<file path="src/rtl/fb_blit_pkg.sv">
package fb_blit_pkg;

  // run sequencer states
  typedef enum logic [1:0] {
    RS_IDLE = 2'd0,
    RS_FILL = 2'd1,
    RS_CRD  = 2'd2,
    RS_CWR  = 2'd3
  } run_state_t;

  // access size code for a full 32-bit word
  localparam logic [1:0] SZ_WORD = 2'b10;

  // address bit that separates colour latch from trigger
  localparam int TRIG_BIT = 2;

  // first address bit of the destination pixel index
  localparam int DST_LSB = 3;

  function automatic logic is_write_slot(input logic [1:0] st);
    return (st == RS_FILL) || (st == RS_CWR);
  endfunction

endpackage

</file>
<file path="src/rtl/fb_cmd_decode.sv">
module fb_cmd_decode
  import fb_blit_pkg::*;
#(
  parameter int CMD_AW = 24,
  parameter int DST_W  = 20,
  parameter int PIX_AW = 24,
  parameter int LEN_W  = 5
) (
  input  logic              clk,
  input  logic              rst_n,
  input  logic              mode24,
  input  logic              cmd_valid,
  input  logic              cmd_ready,
  input  logic              cmd_we,
  input  logic [CMD_AW-1:0] cmd_addr,
  input  logic [1:0]        cmd_size,
  input  logic [31:0]       cmd_wdata,
  output logic              launch,
  output logic [PIX_AW-1:0] l_dst,
  output logic [PIX_AW-1:0] l_src,
  output logic [LEN_W-1:0]  l_len_m1,
  output logic              l_fill,
  output logic              l_wide,
  output logic [31:0]       l_colour
);

  localparam int DST_TOP = DST_LSB + DST_W;

  logic        word_ok;
  logic        wr_hit;
  logic [31:0] colour_q;
  logic        unused_bits;

  assign word_ok = (cmd_size == SZ_WORD) && (cmd_addr[1:0] == 2'b00);
  assign wr_hit  = cmd_valid && cmd_ready && cmd_we && word_ok;

  always_ff @(posedge clk) begin
    if (!rst_n) colour_q <= '0;
    else if (wr_hit && !cmd_addr[TRIG_BIT]) colour_q <= cmd_wdata;
  end

  assign launch   = wr_hit && cmd_addr[TRIG_BIT];
  assign l_dst    = PIX_AW'(cmd_addr[DST_TOP-1:DST_LSB]);
  assign l_src    = cmd_wdata[PIX_AW-1:0];
  assign l_len_m1 = cmd_wdata[PIX_AW +: LEN_W];
  assign l_fill   = &cmd_wdata[PIX_AW-1:0];
  assign l_wide   = mode24;
  assign l_colour = colour_q;

  generate
    if (CMD_AW > DST_TOP) begin : g_hi_addr
      assign unused_bits = ^{cmd_addr[CMD_AW-1:DST_TOP], cmd_wdata[31:PIX_AW+LEN_W]};
    end else begin : g_no_hi_addr
      assign unused_bits = ^cmd_wdata[31:PIX_AW+LEN_W];
    end
  endgenerate

  // malformed accesses never change the pending colour
  assert_bad_access_R8: assert property (@(posedge clk) disable iff (!rst_n)
    (cmd_valid && cmd_ready && cmd_we && !word_ok) |=> $stable(colour_q));

endmodule

</file>
<file path="src/rtl/fb_run_ctrl.sv">
module fb_run_ctrl
  import fb_blit_pkg::*;
#(
  parameter int PIX_AW = 24,
  parameter int LEN_W  = 5
) (
  input  logic              clk,
  input  logic              rst_n,
  input  logic              launch,
  input  logic [PIX_AW-1:0] l_dst,
  input  logic [PIX_AW-1:0] l_src,
  input  logic [LEN_W-1:0]  l_len_m1,
  input  logic              l_fill,
  input  logic              l_wide,
  input  logic [31:0]       l_colour,
  output run_state_t        state,
  output logic [PIX_AW-1:0] dptr,
  output logic [PIX_AW-1:0] sptr,
  output logic [31:0]       run_colour,
  output logic              run_wide,
  output logic              busy,
  output logic              done
);

  logic [LEN_W-1:0] left;
  logic             last_wr;

  assign busy    = (state != RS_IDLE);
  assign last_wr = is_write_slot(state) && (left == '0);

  always_ff @(posedge clk) begin
    if (!rst_n) begin
      state      <= RS_IDLE;
      dptr       <= '0;
      sptr       <= '0;
      left       <= '0;
      run_colour <= '0;
      run_wide   <= 1'b0;
      done       <= 1'b0;
    end else begin
      done <= last_wr;
      unique case (state)
        RS_IDLE: begin
          if (launch) begin
            dptr       <= l_dst;
            sptr       <= l_src;
            left       <= l_len_m1;
            run_colour <= l_colour;
            run_wide   <= l_wide;
            state      <= l_fill ? RS_FILL : RS_CRD;
          end
        end
        RS_FILL: begin
          dptr <= dptr + 1'b1;
          left <= left - 1'b1;
          if (left == '0) state <= RS_IDLE;
        end
        RS_CRD: begin
          state <= RS_CWR;
        end
        RS_CWR: begin
          dptr <= dptr + 1'b1;
          sptr <= sptr + 1'b1;
          left <= left - 1'b1;
          state <= (left == '0) ? RS_IDLE : RS_CRD;
        end
        default: state <= RS_IDLE;
      endcase
    end
  end

  // every copy write is preceded by its read cycle
  assert_copy_pair_R5: assert property (@(posedge clk) disable iff (!rst_n)
    (state == RS_CWR) |-> ($past(state) == RS_CRD));

  // the decoder never launches into a running operation
  assert_launch_idle_R9: assert property (@(posedge clk) disable iff (!rst_n)
    launch |-> (state == RS_IDLE));

endmodule

</file>
<file path="src/rtl/fb_mem_drive.sv">
module fb_mem_drive
  import fb_blit_pkg::*;
#(
  parameter int PIX_AW   = 24,
  parameter bit HAS_WIDE = 1'b1
) (
  input  logic              clk,
  input  logic              rst_n,
  input  run_state_t        state,
  input  logic [PIX_AW-1:0] dptr,
  input  logic [PIX_AW-1:0] sptr,
  input  logic [31:0]       run_colour,
  input  logic              run_wide,
  input  logic [7:0]        mem_rd8,
  input  logic [31:0]       mem_rd24,
  output logic [PIX_AW-1:0] mem_addr,
  output logic              mem_we8,
  output logic [7:0]        mem_wd8,
  output logic              mem_we24,
  output logic [31:0]       mem_wd24
);

  logic is_fill;

  assign is_fill  = (state == RS_FILL);
  assign mem_addr = (state == RS_CRD) ? sptr : dptr;
  assign mem_we8  = is_write_slot(state);
  assign mem_wd8  = is_fill ? run_colour[7:0] : mem_rd8;

  generate
    if (HAS_WIDE) begin : g_wide
      assign mem_we24 = mem_we8 && run_wide;
      assign mem_wd24 = is_fill ? {8'h00, run_colour[23:0]} : mem_rd24;
    end else begin : g_narrow
      logic unused_wide;
      assign unused_wide = ^{run_wide, mem_rd24, run_colour[31:8]};
      assign mem_we24 = 1'b0;
      assign mem_wd24 = '0;
    end
  endgenerate

  // back-to-back writes (fill) step the address by one
  assert_ascend_R3: assert property (@(posedge clk) disable iff (!rst_n)
    (mem_we8 && $past(mem_we8)) |-> (mem_addr == $past(mem_addr) + 1'b1));

  // the wide plane is only written alongside the byte plane
  assert_wide_with_byte_R6: assert property (@(posedge clk) disable iff (!rst_n)
    mem_we24 |-> mem_we8);

endmodule

</file>
<file path="src/rtl/fb_blit_engine.sv">
module fb_blit_engine
  import fb_blit_pkg::*;
#(
  parameter int PIX_AW   = 24,
  parameter int DST_W    = 20,
  parameter int LEN_W    = 5,
  parameter int CMD_AW   = 24,
  parameter bit HAS_WIDE = 1'b1
) (
  input  logic              clk,
  input  logic              rst_n,
  input  logic              mode24,
  input  logic              cmd_valid,
  output logic              cmd_ready,
  input  logic              cmd_we,
  input  logic [CMD_AW-1:0] cmd_addr,
  input  logic [1:0]        cmd_size,
  input  logic [31:0]       cmd_wdata,
  output logic [31:0]       cmd_rdata,
  output logic [PIX_AW-1:0] mem_addr,
  output logic              mem_we8,
  output logic [7:0]        mem_wd8,
  input  logic [7:0]        mem_rd8,
  output logic              mem_we24,
  output logic [31:0]       mem_wd24,
  input  logic [31:0]       mem_rd24,
  output logic              busy,
  output logic              done
);

  logic              launch;
  logic [PIX_AW-1:0] l_dst, l_src;
  logic [LEN_W-1:0]  l_len_m1;
  logic              l_fill, l_wide;
  logic [31:0]       l_colour;
  run_state_t        state;
  logic [PIX_AW-1:0] dptr, sptr;
  logic [31:0]       run_colour;
  logic              run_wide;

  assign cmd_ready = !(busy && cmd_we && cmd_addr[TRIG_BIT]);
  assign cmd_rdata = '0;

  fb_cmd_decode #(
    .CMD_AW(CMD_AW), .DST_W(DST_W), .PIX_AW(PIX_AW), .LEN_W(LEN_W)
  ) u_dec (
    .clk(clk), .rst_n(rst_n), .mode24(mode24),
    .cmd_valid(cmd_valid), .cmd_ready(cmd_ready), .cmd_we(cmd_we),
    .cmd_addr(cmd_addr), .cmd_size(cmd_size), .cmd_wdata(cmd_wdata),
    .launch(launch), .l_dst(l_dst), .l_src(l_src), .l_len_m1(l_len_m1),
    .l_fill(l_fill), .l_wide(l_wide), .l_colour(l_colour)
  );

  fb_run_ctrl #(
    .PIX_AW(PIX_AW), .LEN_W(LEN_W)
  ) u_ctl (
    .clk(clk), .rst_n(rst_n), .launch(launch),
    .l_dst(l_dst), .l_src(l_src), .l_len_m1(l_len_m1),
    .l_fill(l_fill), .l_wide(l_wide), .l_colour(l_colour),
    .state(state), .dptr(dptr), .sptr(sptr),
    .run_colour(run_colour), .run_wide(run_wide),
    .busy(busy), .done(done)
  );

  fb_mem_drive #(
    .PIX_AW(PIX_AW), .HAS_WIDE(HAS_WIDE)
  ) u_mem (
    .clk(clk), .rst_n(rst_n), .state(state),
    .dptr(dptr), .sptr(sptr), .run_colour(run_colour), .run_wide(run_wide),
    .mem_rd8(mem_rd8), .mem_rd24(mem_rd24),
    .mem_addr(mem_addr), .mem_we8(mem_we8), .mem_wd8(mem_wd8),
    .mem_we24(mem_we24), .mem_wd24(mem_wd24)
  );

  // triggers are held off while a run is active
  assert_stall_R9: assert property (@(posedge clk) disable iff (!rst_n)
    (busy && cmd_valid && cmd_we && cmd_addr[TRIG_BIT]) |-> !cmd_ready);

  // done follows a memory write and coincides with idle
  assert_done_pulse_R10: assert property (@(posedge clk) disable iff (!rst_n)
    done |-> (!busy && $past(mem_we8)));

  // no memory writes while idle
  assert_idle_quiet_R1: assert property (@(posedge clk) disable iff (!rst_n)
    !busy |-> (!mem_we8 && !mem_we24));

endmodule

</file>
<file path="config.mk">
export PLATFORM = sky130hd
export DESIGN_NAME = fb_blit_engine
export DESIGN_NICKNAME = d
export VERILOG_FILES = /design/src/rtl/fb_blit_pkg.sv /design/src/rtl/fb_cmd_decode.sv /design/src/rtl/fb_run_ctrl.sv /design/src/rtl/fb_mem_drive.sv /design/src/rtl/fb_blit_engine.sv
export SDC_FILE = /design/constraint.sdc
export NUM_CORES = 1
export LEC_CHECK = 0
export BUFFER_PORTS_ARGS = -buffer_cell sky130_fd_sc_hd__buf_2
export CAP_MARGIN = 25
export CORE_MARGIN = 2
export CORE_UTILIZATION = 50
export DETAILED_ROUTE_END_ITERATION = 8
export MAX_ROUTING_LAYER = met4
export PLACE_DENSITY = 0.8
export SYNTH_ARGS = -nofsm -noshare
export SYNTH_HDL_FRONTEND = slang
export SYNTH_SLANG_ARGS = --single-unit
</file>
<file path="constraint.sdc">
create_clock -name clk -period 3.2 [get_ports clk]
set_input_delay 0.64 -clock clk [delete_from_list [all_inputs] [get_ports clk]]
set_output_delay 0.64 -clock clk [all_outputs]
set_load 0.1 [all_outputs]
</file>
; After elaboration in Yosys (flattened, before gate mapping)
; Cells that the tools add are included.
[word_totals]
in_bits = 103
regBits = 105
[classes]
n_reduce_logical = 25
eq_ne = 6
addsub = 3
muxes = 14
[ops]
columns = operator, n
row1 = $pmux W24 S2, 2
row2 = $mux W24, 3
row3 = $add A24 B1 Y24 const B, 2
row4 = $mux W32, 1
row5 = $reduce_and A24 Y1, 1
row6 = $logic_and A1 B1 Y1, 10
row7 = $pmux W5 S2, 1
row8 = $mux W2, 4
row9 = $mux W8, 1
row10 = $pmux W2 S4, 1
row11 = $reduce_and A2 Y1, 4
row12 = $eq A2 B2 Y1 const B, 3
row13 = $reduce_bool A2 Y1, 3
row14 = $logic_not A5 Y1, 1
row15 = $mux W5, 1
row16 = $sub A5 B1 Y5 const B, 1
row17 = $logic_not A2 Y1, 2
row18 = $ne A2 B2 Y1 const B, 2
row19 = $eq A2 B1 Y1 const B, 1
row20 = $logic_not A1 Y1, 2
row21 = $reduce_or A2 Y1, 1
row22 = $logic_or A1 B1 Y1, 1

; Depth between registers and ports, before layout
[logic_depth]
depth_word = 10
ltp_mapped = 7

; Cells and area by module
; Synthesis repeated with hierarchy kept, for this count alone.
[unflattened]
cells_unflattened = 872
hier_area_um2 = 7337.0
[modules_own_cells]
columns = mod, cells_per_inst, n_inst, seq_area_each_um2, area_per_inst_um2
row1 = fb_run_ctrl, 557, 1, 1781.7, 4320.4
row2 = fb_cmd_decode, 206, 1, 640.6, 1783.0
row3 = fb_mem_drive, 75, 1, 0.0, 984.7
row4 = fb_blit_engine, 34, 1, 0.0, 249.0

; Least setup slack after synthesis
; Ideal clock, no wire load.
[synth_timing]
path_type = flip-flop to output port
start = reg u_ctl.state[0]
end = out mem_addr[11]
required_time_ns = 2.560
arrival_time_ns = 3.173
path_stages_with_launch = 7
path_buffers = 3
slack_ns = -0.613
cell_sequence = dfxtp_1 -> buf_2 -> clkinv_1 -> nand2_1 -> buf_2 -> clkbuf_1 -> o21ai_0
[synth_between]
elab_chain_len = 2
[synth_lines]
columns = item, line_no
row1 = from (decl), fb_run_ctrl.sv:16  ; output run_state_t state,
row2 = from (signal assigned), fb_run_ctrl.sv:50  ; state <= l_fill ? RS_FILL : RS_CRD;
row3 = from (signal assigned), fb_run_ctrl.sv:65  ; state <= (left == '0) ? RS_IDLE : RS_CRD;
row4 = $eq A2 B2 Y1, fb_mem_drive.sv:26  ; assign mem_addr = (state == RS_CRD) ? sptr : dptr;
row5 = $mux W24, fb_mem_drive.sv:26
row6 = to (decl), fb_blit_engine.sv:20  ; output logic [PIX_AW-1:0] mem_addr,
; Every way passes these cells.

; Worst setup path in the final report
[layout_timing]
start = reg u_ctl.state[0]
end = out mem_addr[23]
; Same word-level chain as after synthesis.

==> results summary <==
The flow ran to the end, but the final reports show violations. The final reports fail on DRC. The xor and xnor area share after synthesis came out at 1.32%. The wire length of the first global-routing pass came out at 29.1 mm. The worst hold path begins at u_dec.l_colour[4]$_SDFFE_PN0P_.

For this run, asynchronously set or reset flops after synthesis account for 0%. At the worst endpoint, the arrival time is 2.36 ns. Ranked by instance count, the synthesized netlist is headed by 238 x nand2_1, 105 x dfxtp_1, 71 x a21oi_1, 41 x clkbuf_1. TritonCTS created 9 clock buffers. At the worst endpoint, the required time is 2.56 ns. The starting density of the core is 51.7%. Once detail routing completed, the nets flagged for antenna violations numbered 0. The final count of hold timing violations is 0. The count of routing violations after the opening detailed-route iteration came out at 678.

The compound-gate portion of the synthesized area came out at 18.4%. For this run, the post-layout net count is 1049. The die area came out at 0.0128 sq mm. Summing every instance area after synthesis gives 0.00596 sq mm. The repair_antennas step left the layout with diodes totalling 0.

The arithmetic-cell share of the synthesized area counting full adders, half adders and majority gates came out at 0.630%. The worst pin sits at a relative slew slack of 38.3%. Counting instances, the worst hold path has a depth of 2.

The number of standard-cell rows in the floorplan came out at 39. The CTS tree is yes. The final period utilization came out at 93.7%. The HPWL after detailed placement came out at 13.3 mm. By startpoint and endpoint, the worst setup path is classified as flop to output pin. The top cell type by area accounts for 35.3% of the synthesized area.

The number of buffers inserted to repair setup after CTS came out at 0. The sequential element share of the synthesized area is 35.3%. The final-report max-slew violation count is 0. The clock period minus worst slack came out at 3.00 ns. The destination of the worst register-to-register timing path is u_ctl.sptr[18]$_SDFFE_PN0P_. The actual slew at the worst max-slew pin came out at 0.926 ns.

The number of enable-type register cells in the synthesized netlist is 0. The area growth from synthesis to layout came out at 33.2%. The number of top-level design ports came out at 204. The cts-stage hold buffer count is 0. Among all flip-flop cells after synthesis, the most frequent one is dfxtp_1.

The chip width is 113 um. In the post-synthesis netlist, the cell with the most instances is nand2_1. The tree built by TritonCTS fans out to 105 sinks.

The number of warnings reported in the yosys synthesis log came out at 0. The number of cell instances on the worst register-to-register path came out at 7. The count of maximum capacitance violations is 0. The largest net degree at the start of global routing came out at 83. The weighted congestion at the end of routability-driven global placement came out at 0.923. After synthesis, the netlist uses 62 different library cells.

The routed via count divided by cell count is 5.94. The worst setup path is captured at an output pin. Global routing finished with a remaining overflow of 0.

The simple-gate area share of the yosys netlist came out at 30.4%. The initial antenna violation count is 0. The worst setup path is launched from a flop. The die boundary height came out at 113 um. The maximum clock insertion buffer count came out at 2. Averaged over all synthesized cells, the footprint is 7.42 sq um. Gates resized during post-CTS repair numbered 0.

The post-synthesis sequential element count came out at 105. CTS built an H-tree with a depth of 3. The sum of internal, switching and leakage power is 3.11 mW.

The area of the core came out at 0.0115 sq mm. The final total negative setup slack is 0 ns. The worst hold path belongs to the class flop to flop. After clock tree synthesis, the clock-pin slew on the worst setup and hold paths is 0.08 ns.

The quantity of I/O buffers inserted on ports came out at 167. The number of global-route vias before repair is 5955. The peak supply drop came out at 0.000242 V.

The largest driver fanout on the critical path is 18. By area, the combinational part of the netlist is dominated by simple AND/OR/NAND/NOR gates. The leakage power figure came out at 3.06 nW.

Dividing total power by cell area gives a power density of 392 mW/mm^2. Global routing used 28.6% of the available tracks. After synthesis, the share of cell area in mux cells is 4.98%.

After detailed routing, the number of remaining DRC violations is 18. The detailed-router iteration count before antenna repair is 8. In this run the clock root is driven by a clkbuf_16.

The routed design has 18.2 mm of wire. The path with the worst hold slack has its endpoint at u_ctl.run_colour[4]$_SDFFE_PN0P_. The worst clock skew on the final layout came out at 0.0110 ns.

The later-pin clock latency in the skew report is 0.35 ns. The internal reg-to-reg setup slack is 0.82 ns. The synthesized instance count is 803. The peak clock frequency supported by timing came out at 0.333 GHz. Yosys attributes the largest share of cell area to dfxtp_1 35%, nand2_1 15%, a21oi_1 6.0%, buf_4 4.0%, mux2_2 4.0%. The startpoint identified for the worst register-to-register timing path is u_ctl.state[0]$_SDFFE_PN0P_.

The routed wire length per instance is 16.7 um. The share of cells above drive strength 1 is 24.9%. The via count is 6475.

The total setup violations reported at the end of the flow came out at 0. The dominant cell type by area after synthesis is dfxtp_1. Setup repair after global routing left no endpoint under its margin.
==> power breakdown <==
| group | switching [mW] | internal (mW) |
|---|---|---|
| sequential | 0.00690 | 1.31 |
| clock | 0.517 | 0.614 |
| combinational | 0.499 | 0.166 |
| total | 1.02 | 2.09 |
==> metal layers <==
layer	vias up	share of wire, %	track usage, %
met4	0	3.4	12.4
met2	372	49	46.9
met5	-	0	-
li1	3076	-	-
met1	2974	40	35.6
met3	53	8.1	3.27
==> critical path: stages, from the launching register on <==
cell	delay (ns)
dfxtp_1	0.52
clkinv_1	0.14
nand2_1	0.50
buf_4	0.27
mux2_2	0.39
buf_12	0.18
==> flip-flops by register name (all words and copies together) (netlist names) <==
signal and cells:
u_ctl.dptr 24, u_ctl.run_colour 24, u_ctl.sptr 24, u_dec.l_colour 24, u_ctl.left 5, u_ctl.state 2, u_ctl.done 1, u_ctl.run_wide 1
==> layout by cell type (no fill, tap or decap), drive strengths merged, types with 8 or more instances in the layout <==
cell,n
buf,188
nand3,32
nand2,238
clkbuf,9
or3,15
or4,15
conb,32
a21oi,72
o311ai,12
a31oi,18
nand4,24
o211ai,13
dfxtp,105
and2,10
mux2,21
nor2,18
nor3,8
nor4,12
inv,14
==> worst max-delay path by stage <==
stage	from	endpoint	slack (ns)	cells after the start
floorplan	u_ctl.state[0]$_SDFFE_PN0P_	mem_addr[11]	-0.61	6
CTS	u_ctl.state[0]$_SDFFE_PN0P_	mem_addr[23]	0.25	5
global placement	u_ctl.state[0]$_SDFFE_PN0P_	mem_addr[5]	0.65	5
global route	u_ctl.state[0]$_SDFFE_PN0P_	mem_addr[5]	0.12	5
detailed placement	u_ctl.state[0]$_SDFFE_PN0P_	mem_addr[23]	0.63	5
finish	u_ctl.state[0]$_SDFFE_PN0P_	mem_addr[23]	0.20	5
==> cells by family (layout without fill, tap and decap cells) <==
family                     count (synthesis)  in the layout
adders and majority gates                  3              3
and+or+nand+nor                          387            387
other                                      1             32
xor gates and xnor gates                   9              9
muxes                                     27             27
DFF                                      105            105
buffers and inverters                    103            216
AOI/OAI and AO/OA                        168            168
==> cell type report <==
class                      count  area [sq um]
tap                          143           179
clock inverter                 6          75.1
sequential                   105          2100
multi-input combinational    626          3460
timing repair buffer         188          1850
clock buffer                   9           225
inverter                      13          48.8
fill                         955          3580
==> per-stage QoR <==
step,utilization [%],std cells,hold WS [ns],worst slack [ns],area (sq um)
after floorplan,-,834,0.432,-0.613,6070
after detailed placement,66.3,1075,0.446,0.627,7640
final,68.9,1090,0.448,0.201,7940
after global routing,68.9,1090,0.471,0.122,7940
after global placement,66.3,1075,0.439,0.645,7640
after CTS,68.9,1090,0.456,0.251,7940
No activity file was read; power rests on OpenSTA's default activity.
